File: src/rtl/mdio_pkg.sv
package mdio_pkg;
  localparam int PRE_BITS   = 32;
  localparam int FRAME_BITS = 32;
  localparam int HDR_BITS   = 14;
  localparam int DATA_BITS  = 16;
  localparam int SR_BITS    = PRE_BITS + FRAME_BITS;
  localparam int CNT_W      = $clog2(SR_BITS + 1);

  localparam logic [1:0] START_CODE = 2'b01;
  localparam logic [1:0] OP_READ    = 2'b10;
  localparam logic [1:0] OP_WRITE   = 2'b01;
  localparam logic [1:0] TURN_WRITE = 2'b10;

  typedef enum logic [2:0] {
    S_IDLE, S_SHIFT, S_HOLD, S_TURN, S_DATA, S_FINAL
  } mdio_state_t;

  typedef struct packed {
    logic load;
    logic shift;
    logic sampleAck;
    logic sampleBit;
    logic finish;
  } mdio_strobe_t;
endpackage

File: src/rtl/mdio_ctrl.sv
module mdio_ctrl
  import mdio_pkg::*;
#(
  parameter int DIV_W = 8
) (
  input  logic             clk,
  input  logic             rstN,
  input  logic             reqValid,
  input  logic             reqRead,
  input  logic [DIV_W-1:0] halfPeriod,
  output mdio_strobe_t     strobe,
  output logic             mdc,
  output logic             mdioOe,
  output logic             busy,
  output logic             done
);
  mdio_state_t       state;
  logic              hi;
  logic              readQ;
  logic [DIV_W-1:0]  halfCnt;
  logic [DIV_W-1:0]  divQ;
  logic [CNT_W-1:0]  bitsLeft;
  logic              phaseEnd;
  logic              endHigh;

  assign phaseEnd = (state != S_IDLE) && (halfCnt == divQ);
  assign endHigh  = phaseEnd && hi;

  always_comb begin
    strobe           = '0;
    strobe.load      = (state == S_IDLE) && reqValid;
    strobe.shift     = (state == S_SHIFT) && endHigh && (bitsLeft != CNT_W'(1));
    strobe.sampleAck = (state == S_TURN) && endHigh;
    strobe.sampleBit = (state == S_DATA) && endHigh;
    strobe.finish    = (state == S_FINAL) && endHigh;
  end

  assign mdc    = hi;
  assign mdioOe = (state == S_SHIFT) || (state == S_HOLD);
  assign busy   = (state != S_IDLE);

  always_ff @(posedge clk) begin
    if (!rstN) begin
      halfCnt <= '0;
    end else if (state == S_IDLE || phaseEnd) begin
      halfCnt <= '0;
    end else begin
      halfCnt <= halfCnt + DIV_W'(1);
    end
  end

  always_ff @(posedge clk) begin
    if (!rstN) begin
      state    <= S_IDLE;
      hi       <= 1'b0;
      readQ    <= 1'b0;
      divQ     <= '0;
      bitsLeft <= '0;
      done     <= 1'b0;
    end else begin
      done <= strobe.finish;
      if (strobe.load) begin
        state    <= S_SHIFT;
        hi       <= 1'b0;
        readQ    <= reqRead;
        divQ     <= halfPeriod;
        bitsLeft <= reqRead ? CNT_W'(PRE_BITS + HDR_BITS) : CNT_W'(SR_BITS);
      end else if (phaseEnd) begin
        unique case (state)
          S_SHIFT: begin
            hi <= ~hi;
            if (hi) begin
              if (bitsLeft == CNT_W'(1)) state <= S_HOLD;
              else bitsLeft <= bitsLeft - CNT_W'(1);
            end
          end
          S_HOLD: begin
            state <= readQ ? S_TURN : S_FINAL;
          end
          S_TURN: begin
            hi <= ~hi;
            if (hi) begin
              state    <= S_DATA;
              bitsLeft <= CNT_W'(DATA_BITS);
            end
          end
          S_DATA: begin
            hi <= ~hi;
            if (hi) begin
              if (bitsLeft == CNT_W'(1)) state <= S_FINAL;
              else bitsLeft <= bitsLeft - CNT_W'(1);
            end
          end
          S_FINAL: begin
            hi <= ~hi;
            if (hi) state <= S_IDLE;
          end
          default: state <= S_IDLE;
        endcase
      end
    end
  end
endmodule

File: src/rtl/mdio_datapath.sv
module mdio_datapath
  import mdio_pkg::*;
(
  input  logic                 clk,
  input  logic                 rstN,
  input  mdio_strobe_t         strobe,
  input  logic                 reqRead,
  input  logic [4:0]           reqPhy,
  input  logic [4:0]           reqReg,
  input  logic [DATA_BITS-1:0] reqWrData,
  input  logic                 mdioIn,
  output logic                 mdioOut,
  output logic [DATA_BITS-1:0] rdData,
  output logic                 ackFail
);
  logic [SR_BITS-1:0]    outSr;
  logic [DATA_BITS-1:0]  inSr;
  logic [FRAME_BITS-1:0] frame;
  logic                  ackBit;
  logic                  readQ;

  assign frame = {START_CODE, (reqRead ? OP_READ : OP_WRITE), reqPhy, reqReg,
                  TURN_WRITE, reqWrData};
  assign mdioOut = outSr[SR_BITS-1];

  always_ff @(posedge clk) begin
    if (!rstN) begin
      outSr   <= '0;
      inSr    <= '0;
      ackBit  <= 1'b0;
      readQ   <= 1'b0;
      rdData  <= '0;
      ackFail <= 1'b0;
    end else begin
      if (strobe.load) begin
        outSr <= {{PRE_BITS{1'b1}}, frame};
        readQ <= reqRead;
      end else if (strobe.shift) begin
        outSr <= {outSr[SR_BITS-2:0], 1'b0};
      end
      if (strobe.sampleAck) ackBit <= mdioIn;
      if (strobe.sampleBit) inSr <= {inSr[DATA_BITS-2:0], mdioIn};
      if (strobe.finish && readQ) begin
        rdData  <= ackBit ? {DATA_BITS{1'b1}} : inSr;
        ackFail <= ackBit;
      end
    end
  end
endmodule

File: src/rtl/mdio_master.sv
module mdio_master
  import mdio_pkg::*;
#(
  parameter int DIV_W = 8
) (
  input  logic             clk,
  input  logic             rstN,
  input  logic             reqValid,
  input  logic             reqRead,
  input  logic [4:0]       reqPhy,
  input  logic [4:0]       reqReg,
  input  logic [15:0]      reqWrData,
  input  logic [DIV_W-1:0] halfPeriod,
  output logic             busy,
  output logic             done,
  output logic [15:0]      rdData,
  output logic             ackFail,
  output logic             mdc,
  output logic             mdioOut,
  output logic             mdioOe,
  input  logic             mdioIn
);
  mdio_strobe_t strobe;

  mdio_ctrl #(.DIV_W(DIV_W)) ctrl_i (
    .clk(clk), .rstN(rstN), .reqValid(reqValid), .reqRead(reqRead),
    .halfPeriod(halfPeriod), .strobe(strobe), .mdc(mdc), .mdioOe(mdioOe),
    .busy(busy), .done(done)
  );

  mdio_datapath dp_i (
    .clk(clk), .rstN(rstN), .strobe(strobe), .reqRead(reqRead),
    .reqPhy(reqPhy), .reqReg(reqReg), .reqWrData(reqWrData), .mdioIn(mdioIn),
    .mdioOut(mdioOut), .rdData(rdData), .ackFail(ackFail)
  );
endmodule

File: config.mk
export PLATFORM = sky130hd
export DESIGN_NAME = mdio_master
export DESIGN_NICKNAME = d
export VERILOG_FILES = /design/src/rtl/mdio_pkg.sv /design/src/rtl/mdio_ctrl.sv /design/src/rtl/mdio_datapath.sv /design/src/rtl/mdio_master.sv
export SDC_FILE = /design/constraint.sdc
export NUM_CORES = 1
export LEC_CHECK = 0
export BUFFER_PORTS_ARGS = -buffer_cell sky130_fd_sc_hd__clkbuf_2
export CORE_ASPECT_RATIO = 0.8
export CORE_MARGIN = 8
export CORE_UTILIZATION = 45
export CTS_BUF_LIST = sky130_fd_sc_hd__clkbuf_2
export DETAILED_ROUTE_END_ITERATION = 16
export HOLD_SLACK_MARGIN = 0.12
export PLACE_DENSITY = 0.61
export SYNTH_ARGS = -nofsm -noshare
export SYNTH_HDL_FRONTEND = slang
export SYNTH_SLANG_ARGS = --single-unit
File: constraint.sdc
create_clock -name clk -period 2.8 [get_ports clk]
set_input_delay 0.14 -clock clk [delete_from_list [all_inputs] [get_ports clk]]
set_output_delay 0.14 -clock clk [all_outputs]
set_load 0.02 [all_outputs]
-- Word-level counts from Yosys, hierarchy flattened
Index checks and enable logic that the tools add are counted.
- muxes and demuxes: 21
- equality and inequality tests: 22
- bitwise logic cells: 2
- add/subtract/negate cells: 2
- reductions and logical operators: 24
- operator list (kind ; number):
    64-bit two-way mux ; 2
    7-bit two-way mux ; 6
    3-bit two-way mux ; 7
    16-bit two-way mux ; 1
    3-bit by 1-bit inequality test with 1-bit output (second input constant) ; 5
    3-bit one-hot mux with 5 select lines ; 1
    7-bit one-hot mux with 2 select lines ; 1
    7-bit AND reduction ; 2
    1-bit logical AND ; 9
    3-bit by 2-bit inequality test with 1-bit output (second input constant) ; 3
    8-bit by 1-bit adder with 8-bit output (second input constant) ; 1
    8-bit == test ; 1
    2-bit by 1-bit inequality test with 1-bit output (second input constant) ; 4
    7-bit by 1-bit == test with 1-bit output (second input constant) ; 1
    7-bit by 1-bit inequality test with 1-bit output (second input constant) ; 1
    7-bit by 1-bit subtractor with 7-bit output (second input constant) ; 1
    3-bit by 2-bit == test with 1-bit output (second input constant) ; 2
    3-bit == test (second input constant) ; 2
    3-bit nonzero test ; 2
    2-bit OR reduction ; 3
    5-bit AND reduction ; 1
    2-bit inequality test (second input constant) ; 2
    2-bit nonzero test ; 2
    4-bit OR reduction ; 1
    7 further kinds ; 10
- bits of input ports: 39
- word-level logic and storage cells: 85
- flip-flop bits (word level): 127
- output and inout port bits: 22

-- Depth between registers and ports, before layout
Gate-level depths: netlist of the first run.
- word-level depth: 7
- gate-level depth with buffers: 9
- gate-level depth less buffers: 7

-- Cells and area by module
Synthesis of the first run repeated with hierarchy kept, for this count alone.
- cell total of the unflattened synthesis: 587
- area, all modules: 5700.5 µm²
- modules (own cells, without submodules) (module ; seq. area each (µm²) ; area an instance (µm²) ; times used ; cells an instance):
    mdio_datapath ; 1981.9 ; 4010.1 ; 1 ; 383
    mdio_ctrl ; 580.6 ; 1690.4 ; 1 ; 204

-- Least setup slack after synthesis of the first run
Ideal clock, no wire load.
- path type: reg2reg
- start point: register ctrl_i.bitsLeft[2]
- end point: register ctrl_i.bitsLeft[5]
- library setup time: 0.120 ns
- period minus slack after synthesis: 2.001 ns
- path buffers: 1
- cell stages (with the launch flop): 7
- data arrival time: 1.882 ns
- data required time: 2.680 ns
- setup slack: 0.799 ns
- cells stage by stage: dfxtp_1 > clkbuf_1 > or4_1 > o211a_1 > o2111a_1 > and2_1 > o31a_1
- word-level cells in the longest chain between the ends: 6
- elaborated cells between the ends (all ways): 9
- classes of those cells: add/sub: 1; eq/ne: 2; mux: 5; reduce/logical: 1
- RTL lines (element ; line ; RTL):
    from (decl) ; mdio_ctrl.sv:22 ; logic [CNT_W-1:0] bitsLeft;
    from (signal assigned) ; mdio_ctrl.sv:67 ; bitsLeft <= reqRead ? CNT_W'(PRE_BITS + HDR_BITS) : CNT_W'(SR_BITS);
    from (signal assigned) ; mdio_ctrl.sv:74 ; else bitsLeft <= bitsLeft - CNT_W'(1);
    from (signal assigned) ; mdio_ctrl.sv:84 ; bitsLeft <= CNT_W'(DATA_BITS);
    7-bit by 1-bit subtractor with 7-bit output ; mdio_ctrl.sv:74, mdio_ctrl.sv:91 ;
    7-bit two-way mux ; mdio_ctrl.sv:73, mdio_ctrl.sv:90 ;
    7-bit two-way mux ; mdio_ctrl.sv:72 ; if (hi) begin
    7-bit one-hot mux with 2 select lines ; mdio_ctrl.sv:69 ; unique case (state)
    7-bit two-way mux ; mdio_ctrl.sv:68 ; end else if (phaseEnd) begin
    7-bit two-way mux ; mdio_ctrl.sv:62 ; if (strobe.load) begin
Parallel ways exist; a longest one is shown, timed or not. The select of a mux whose other input is x is not followed.
A chain may end at the register's enable or synchronous reset.

-- Worst setup path in the final report of the first run
- start point: register ctrl_i.state[1]
- end point: register dp_i.outSr[0]
- word-level cells in the longest chain between the ends: 6
- elaborated cells between the ends (all ways): 10
- classes of those cells: eq/ne: 1; mux: 1; reduce/logical: 8
- RTL lines (element ; line ; RTL):
    from (decl) ; mdio_ctrl.sv:17 ; mdio_state_t state;
    from (signal assigned) ; mdio_ctrl.sv:78 ; state <= readQ ? S_TURN : S_FINAL;
    3-bit nonzero test ; mdio_ctrl.sv:26 ; assign phaseEnd = (state != S_IDLE) && (halfCnt == divQ);
    1-bit logical AND ; mdio_ctrl.sv:26 ;
    1-bit logical AND ; mdio_ctrl.sv:27 ; assign endHigh = phaseEnd && hi;
    1-bit logical AND (2 in series) ; mdio_ctrl.sv:32 ; strobe.shift = (state == S_SHIFT) && endHigh && (bitsLeft != CNT_W'(1));
    2-bit nonzero test (no source line) ; n/a ;
    to (signal assigned) ; mdio_datapath.sv:36 ; outSr <= {{PRE_BITS{1'b1}}, frame};
    to (signal assigned) ; mdio_datapath.sv:39 ; outSr <= {outSr[SR_BITS-2:0], 1'b0};
    to (decl) ; mdio_datapath.sv:16 ; logic [SR_BITS-1:0] outSr;
Parallel ways exist; a longest one is shown, timed or not.

==> summary.md, run 1 <==
| Metric | Value |
|---|---|
| Outcome | finished clean |
| R2R depth | 7 |
| Layout filler cell count | 1,041 |
| Pwr/cell area | 526 nW/um^2 |
| Critical Path End | dp_i.outSr[0]$_SDFFE_PN0P_ |
| Synth unique cells | 41 |
| Crit path DAT | 3.30 ns |
| Worst vdd ir | 317 uV |
| CP dominant cell by count | dlygate4sd3_1 |
| CP required | 3.42 ns |
| Slowest cell on crit path | dlygate4sd3_1 |
| Crit end category | register |
| Final worst path period need | 2.68 ns |
| Yosys reg bits | 127 |
| All-Layer GR Usage | 0.167 |
| Min Hold Slack | 0.291 ns |
| Detail Placement HPWL | 7920 um |
| Vias in the first global route | 4,600 |
| CP cell instances | nor3_2, and2_2, buf_12, nand2_1, dlygate4sd3_1, a21boi_1, dlygate4sd3_1 |
| Final worst path period share | 0.958 |
| GPL Wtd Cong | 0.835 |
| Remaining DRCs | 0 |
| Post-Route WL | 13,100 um |
| Clock Tree Buf Depth | 2 |
| Mapped Nets | 646 |
| Starting Density | 0.465 |
| Max_cap viols | 0 |
| Mapped Avg Cell Area | 8.94 sq um |
| Final Setup Violations | 0 |
| Clk slew on worst S/H paths | 0.19 ns |
| Crit path kind | reg2reg |
| Die ar. | 15,800 sq um |
| Setup_tns | 0 ns |
| Sink Count | 127 |
| Detailed Route Iter0 Violations | 290 |
| Core ar. | 11,600 sq um |
| Initial antenna violation count | 0 |
| CP Launch Point | ctrl_i.state[1]$_SDFFE_PP0P_ |
| Worst slew pin tran | 0.684 ns |
| Via count | 4,731 |
| Utilization after layout | 0.589 |
| Unrepaired setup endpoints after global routing | false |
| Max-slew violation count | 0 |
| H-tree levels | 4 |
| IO buf count | 60 |
| Count of nets after finishing | 762 |
| Peak Freq | 373 MHz |
| First-pass GRT wire length | 22,000 um |
| Critical path peak fanout | 34 |
| CP Launch Type | register |
| R2r endpoint | dp_i.outSr[0]$_SDFFE_PN0P_ |
| Seq/Total Area, Yosys | 0.471 |
| Via density | 5.37 |
| Drt wl/cell | 14.9 um |
| Mapped Area | 5400 sq um |
| Static leakage | 2.89 nW |
| Largest net degree at the start of global routing | 69 |
| Top Ports | 61 |
| Diode count | 0 |
| Pre-Repair DR Iteration Count | 4 |
| Endpoints failing hold | 0 |
| Area Overhead vs Synth | 26.5% |
| TritonCTS clock tree | built |
| Clk Latency, worst-skew pair | 0.67 ns |
| Hold WC Path Type | in2reg |
| Chip Width | 138 um |
| Reg2Reg Launch Point | ctrl_i.state[1]$_SDFFE_PP0P_ |
| Die Span Y | 114 um |
| Synth warnings | 0 |
| Hold path startpoint | mdioIn |
| TritonCTS Buffers | 17 |
| Total congestion overflow | 0 |
| Setup bufs post-CTS | 0 |
| Layout Skew | 0.0379 ns |
| Reg-to-reg slack, setup | 0.12 ns |
| Post-synthesis cell count | 604 |
| Num rows | 35 |
| Layout cells sized above 1 | 0.151 |
| Clock Tree Root | clkbuf_2 |
| ANT nets after route | 0 |
| Slew HR | 0.544 |
| CP peak stage delay | 0.57 ns |
-- critical path, delay by kind of cell (launching register included) --
| family | cells | cell delay, ns |
|---|---|---|
| DFF | 1 | 0.48 |
| buffers and inverters | 3 | 1.34 |
| AOI/OAI and AO/OA | 1 | 0.16 |
| and+or+nand+nor | 3 | 0.65 |
-- report_power, final --
part	switching [mW]	leakage [nW]	internal, mW	total [mW]
registers	0.0572	1.04	1.89	1.95
clock network	0.698	0.148	0.506	1.20
logic	0.208	1.70	0.231	0.438
-- stage by stage --
stage,worst slack (ns),cells,instance area (sq um),power [mW]
after CTS,0.0865,880,6800,3.62
after detailed placement,0.683,774,5800,2.33
after global routing,0.00949,881,6830,3.77
after global placement,0.741,774,5800,2.32
after floorplan,0.799,604,5400,2.22
final,0.117,881,6830,3.59
-- repair_timing --
item | CTS | global route
setup endpoints to repair | 0 | 26
endpoints found under the hold margin | 85 | 0
hold buffers | 74 | 0
resized for setup | 0 | 3
-- layout by cell type, fill, tap and decap left out, types with 3 or more instances in the layout --
cell           netlist  final
dfxtp_1            127    127
clkbuf_2             0     78
dlygate4sd3_1        0     74
nor2_1              55     55
nand2_1             54     54
nor3_1              40     39
nand3_1             37     37
nor3b_1             34     34
a21boi_1            31     31
a22oi_1             24     24
nand2b_1            20     20
mux2i_1             18     18
o311a_1             16     16
xor2_1              14     14
and3_1               9      9
o21ai_0              9      9
buf_4                1      9
a21boi_0             8      8
a21oi_1              7      7
inv_1                6      6
nor2b_1              6      6
a31oi_1              4      4
xnor2_1              3      3
nand4_1              3      3
or4_1                3      3
o31a_1               3      3
ha_1                 3      3
bufinv_16            0      3
clkinvlp_4           0      3
-- Yosys cell counts (all sizes together) --
| master | count | area share |
|---|---|---|
| or3 | 2 | 0.0023 |
| nor3b | 34 | 0.047 |
| a21oi | 7 | 0.0065 |
| or2 | 1 | 0.0012 |
| o21ai | 9 | 0.0083 |
| o2111a | 1 | 0.0021 |
| buf | 13 | 0.012 |
| nand4 | 3 | 0.0035 |
| mux2i | 18 | 0.033 |
| o211a | 2 | 0.0037 |
| and4 | 2 | 0.0032 |
| a21o | 1 | 0.0014 |
| nor2 | 55 | 0.038 |
| o211ai | 2 | 0.0028 |
| a21boi | 39 | 0.054 |
| inv | 6 | 0.0042 |
| o31ai | 1 | 0.0014 |
| clkbuf | 37 | 0.026 |
| or4 | 3 | 0.0042 |
| nand3 | 37 | 0.034 |
| a22oi | 24 | 0.033 |
| and2 | 2 | 0.0023 |
| o31a | 3 | 0.0049 |
| ha | 3 | 0.0070 |
| o311a | 16 | 0.030 |
| dfxtp | 127 | 0.47 |
| nor4 | 4 | 0.010 |
| nor2b | 6 | 0.0070 |
| o2111ai | 1 | 0.0028 |
| and3 | 9 | 0.010 |
| xnor2 | 3 | 0.0049 |
| a2111oi | 1 | 0.0016 |
| a31oi | 4 | 0.0046 |
| nand2b | 20 | 0.023 |
| xor2 | 14 | 0.023 |
| nand2 | 54 | 0.038 |
| nor3 | 40 | 0.037 |
-- layout make-up --
class	count	area (sq um)	share of cell area
flip-flops and latches	127	2540	0.372
clock inverters	13	161	0.0236
inverters	6	22.5	0.00330
repair buffers	147	1180	0.173
multi-input cells	421	2640	0.386
clock buffers	19	95.1	0.0139
well taps	148	185	0.0271
-- worst min path at each step --
stage,to,slack (ns),cells past startpoint
after floorplan,dp_i.outSr[0]$_SDFFE_PN0P_,0.28,2
after global placement,dp_i.outSr[0]$_SDFFE_PN0P_,0.37,3
after detailed placement,dp_i.outSr[0]$_SDFFE_PN0P_,0.38,3
after CTS,dp_i.inSr[0]$_SDFFE_PN0P_,0.21,4
after global routing,dp_i.inSr[0]$_SDFFE_PN0P_,0.20,4
final,dp_i.inSr[0]$_SDFFE_PN0P_,0.29,4
-- state kept, by name (all words and copies together) (netlist names), 3 cells and up --
signal,count
dp_i.rdData,16
dp_i.outSr,64
ctrl_i.divQ,8
ctrl_i.state,3
ctrl_i.halfCnt,8
ctrl_i.bitsLeft,7
dp_i.inSr,16
-- cells by family after synthesis --
group                    synth area share
AO/OA/AOI/OAI                       0.157
multiplexers                       0.0334
AND/OR/NAND/NOR                     0.262
XOR/XNOR                           0.0276
adder cells (fa/ha/maj)           0.00695
flip-flops                          0.471
buffers and inverters              0.0419
-- routing by layer --
| metal | vias up | share of wire | wire [um] | global-route usage |
|---|---|---|---|---|
| li1 | 2382 | - | - | - |
| met5 | - | 0 | 0 | 0 |
| met3 | 11 | 0.043 | 566 | 0.0561 |
| met2 | 89 | 0.46 | 6100 | 0.267 |
| met1 | 2249 | 0.48 | 6330 | 0.209 |
| met4 | 0 | 0.010 | 131 | 0.0499 |
Power figures use the tool's default switching activity.
==> run 2: changes to the inputs <==
- CORE_ASPECT_RATIO: 0.8 -> 1.2
==> summary.md, run 2 (synthesis results as in run 1) <==
| Metric | Value |
|---|---|
| Unrepaired setup endpoints after global routing | false |
| GPL Wtd Cong | 0.823 |
| Top Ports | 61 |
| Clock Tree Buf Depth | 2 |
| Met1 Usage GRT | 0.178 |
| Starting Density | 0.454 |
| Design Power | 3.41 mW |
| Critical path peak fanout | 16 |
| Final worst path period share | 0.924 |
| Largest Register | dp_i.outSr |
| Max FFs per register | 64 |
| Total congestion overflow | 0 |
| GR peak layer | met2 |
| Drt wl/cell | 13.9 um |
| Slew HR | 0.543 |
| Final worst path period need | 2.59 ns |
| Post-Route WL | 12,000 um |
| CP dominant cell by count | and3_1 |
| TritonCTS Buffers | 17 |
| Detailed Route Iter0 Violations | 245 |
| Commonest non-fill, non-tap cell in the layout | dfxtp_1 |
| Remaining DRCs | 0 |
| Via density | 5.32 |
| Pre-Repair DR Iteration Count | 4 |
| Die ar. | 15,800 sq um |
| Placed insts | 783 |
| Outcome | finished clean |
| Pwr/cell area | 523 nW/um^2 |
| Setup_tns | 0 ns |
| Worst path bufs/invs | 2 |
| Vias in the first global route | 4,527 |
| Clock group share of total power | 0.311 |
| Worst slew pin tran | 0.685 ns |
| Num rows | 44 |
| Largest net degree at the start of global routing | 78 |
| Sw frac | 0.285 |
| Clk slew on worst S/H paths | 0.21 ns |
| Count of nets after finishing | 734 |
| Die Span Y | 136 um |
| Endpoints failing hold | 0 |
| Seq pwr share | 0.573 |
| Cell family with the largest share of critical-path delay | simple AND/OR/NAND/NOR gates |
| GR Util met3 | 0.0418 |
| Switch Pwr | 970 uW |
| Area Overhead vs Synth | 20.7% |
| H-tree levels | 4 |
| Max-slew violation count | 0 |
| Clock Tree Root | clkbuf_2 |
| ANT nets after route | 0 |
| Crit path DAT | 3.20 ns |
| Layout Skew | 0.0252 ns |
| All-Layer GR Usage | 0.158 |
| Final Setup Violations | 0 |
| Worst vdd ir | 235 uV |
| Via count | 4,612 |
| Internal | 2.44 mW |
| CP Launch Type | register |
| IO buf count | 60 |
| Max_cap viols | 0 |
| Clk Latency, worst-skew pair | 0.66 ns |
| Layout cells sized above 1 | 0.153 |
| CP cell instances | xor2_1, nor4_4, and3_1, and3_1, buf_4, mux2i_1, dlygate4sd3_1 |
| Crit path kind | reg2reg |
| Comb power frac | 0.117 |
| Final setup margin | 0.214 ns |
| Utilization after layout | 0.548 |
| Static leakage | 2.70 nW |
| Commonest cells after routing, fill and taps aside | dfxtp_1, clkbuf_2, nor2_1 |
| Slowest cell on crit path | nor4_4 |
| Largest regs | dp_i.outSr (64), dp_i.inSr (16), dp_i.rdData (16) |
| Sink Count | 127 |
| Crit end category | register |
| Post-Place Setup Slack | 0.643 ns |
| Initial antenna violation count | 0 |
| Hold WC Path Type | in2reg |
| Fin cells | 867 |
| Met2 GRT Util | 0.280 |
| CP required | 3.41 ns |
| Core ar. | 11,900 sq um |
| First-pass GRT wire length | 20,400 um |
| TritonCTS clock tree | built |
| Peak Freq | 387 MHz |
| CP peak stage delay | 0.56 ns |
| Detail Placement HPWL | 7180 um |
| Chip Width | 116 um |
run 2: cell count changes in the layout (fill, tap and decap cells not counted), sizes merged:
cell,change
buf,-1
bufinv,-2
clkbuf,-2
clkinv,+1
clkinvlp,-2
diode,+1
dlygate4sd3,-26
inv,+4
run 2: what timing repair did:
action	4_1_cts	5_1_grt
buffers inserted	0	3
setup endpoints to repair	0	2
hold endpoints to repair	67	0
gates resized for setup	0	1
hold buffers	48	0
run 2: final timing paths:
check                                              endpoint  cells after the start  slack [ns]                        start
worst max-delay path              dp_i.inSr[0]$_SDFFE_PN0P_                      7        0.21  ctrl_i.divQ[7]$_SDFFE_PN0P_
worst min-delay path             dp_i.outSr[0]$_SDFFE_PN0P_                      4        0.24                 reqWrData[0]
worst max register to register    dp_i.inSr[0]$_SDFFE_PN0P_                      7        0.21  ctrl_i.divQ[7]$_SDFFE_PN0P_
worst min register to register  dp_i.outSr[31]$_SDFFE_PP0N_                      2        0.47  dp_i.outSr[31]$_SDFFE_PP0N_
run 2: metrics by stage:
stage	hold WS, ns	area, sq um
global placement	0.374	5780
finish	0.236	6520
global route	0.170	6510
CTS	0.157	6490
floorplan	0.279	5400
detailed placement	0.387	5780
run 2: cell type report:
type	count	area, sq um
Fill cell	1116	5380
Tap cell	161	201
Sequential cell	127	2540
Clock buffer	18	90.1
Clock inverter	14	133
Inverter	6	22.5
Timing Repair Buffer	119	892
Antenna cell	1	2.50
Multi-Input combinational cell	421	2630
run 2: worst min-delay path, stage by stage:
cell and delay (ns):
dlygate4sd3_1 0.54, clkbuf_2 0.11, nand2_1 0.05, a21boi_1 0.05
run 2: routing by layer:
layer  vias to the layer above  share of wire
li1                       2319              -
met1                      2217           0.45
met2                        64           0.50
met3                        12          0.034
met4                         0          0.011
met5                         -              0
run 2: power by group through the flow:
stage	registers [mW]	logic (mW)	clock network, mW
finish	1.95	0.397	1.06
global route	1.96	0.444	1.19
CTS	1.95	0.386	1.11
detailed placement	1.99	0.334	0
global placement	1.98	0.323	0
floorplan	1.97	0.252	0
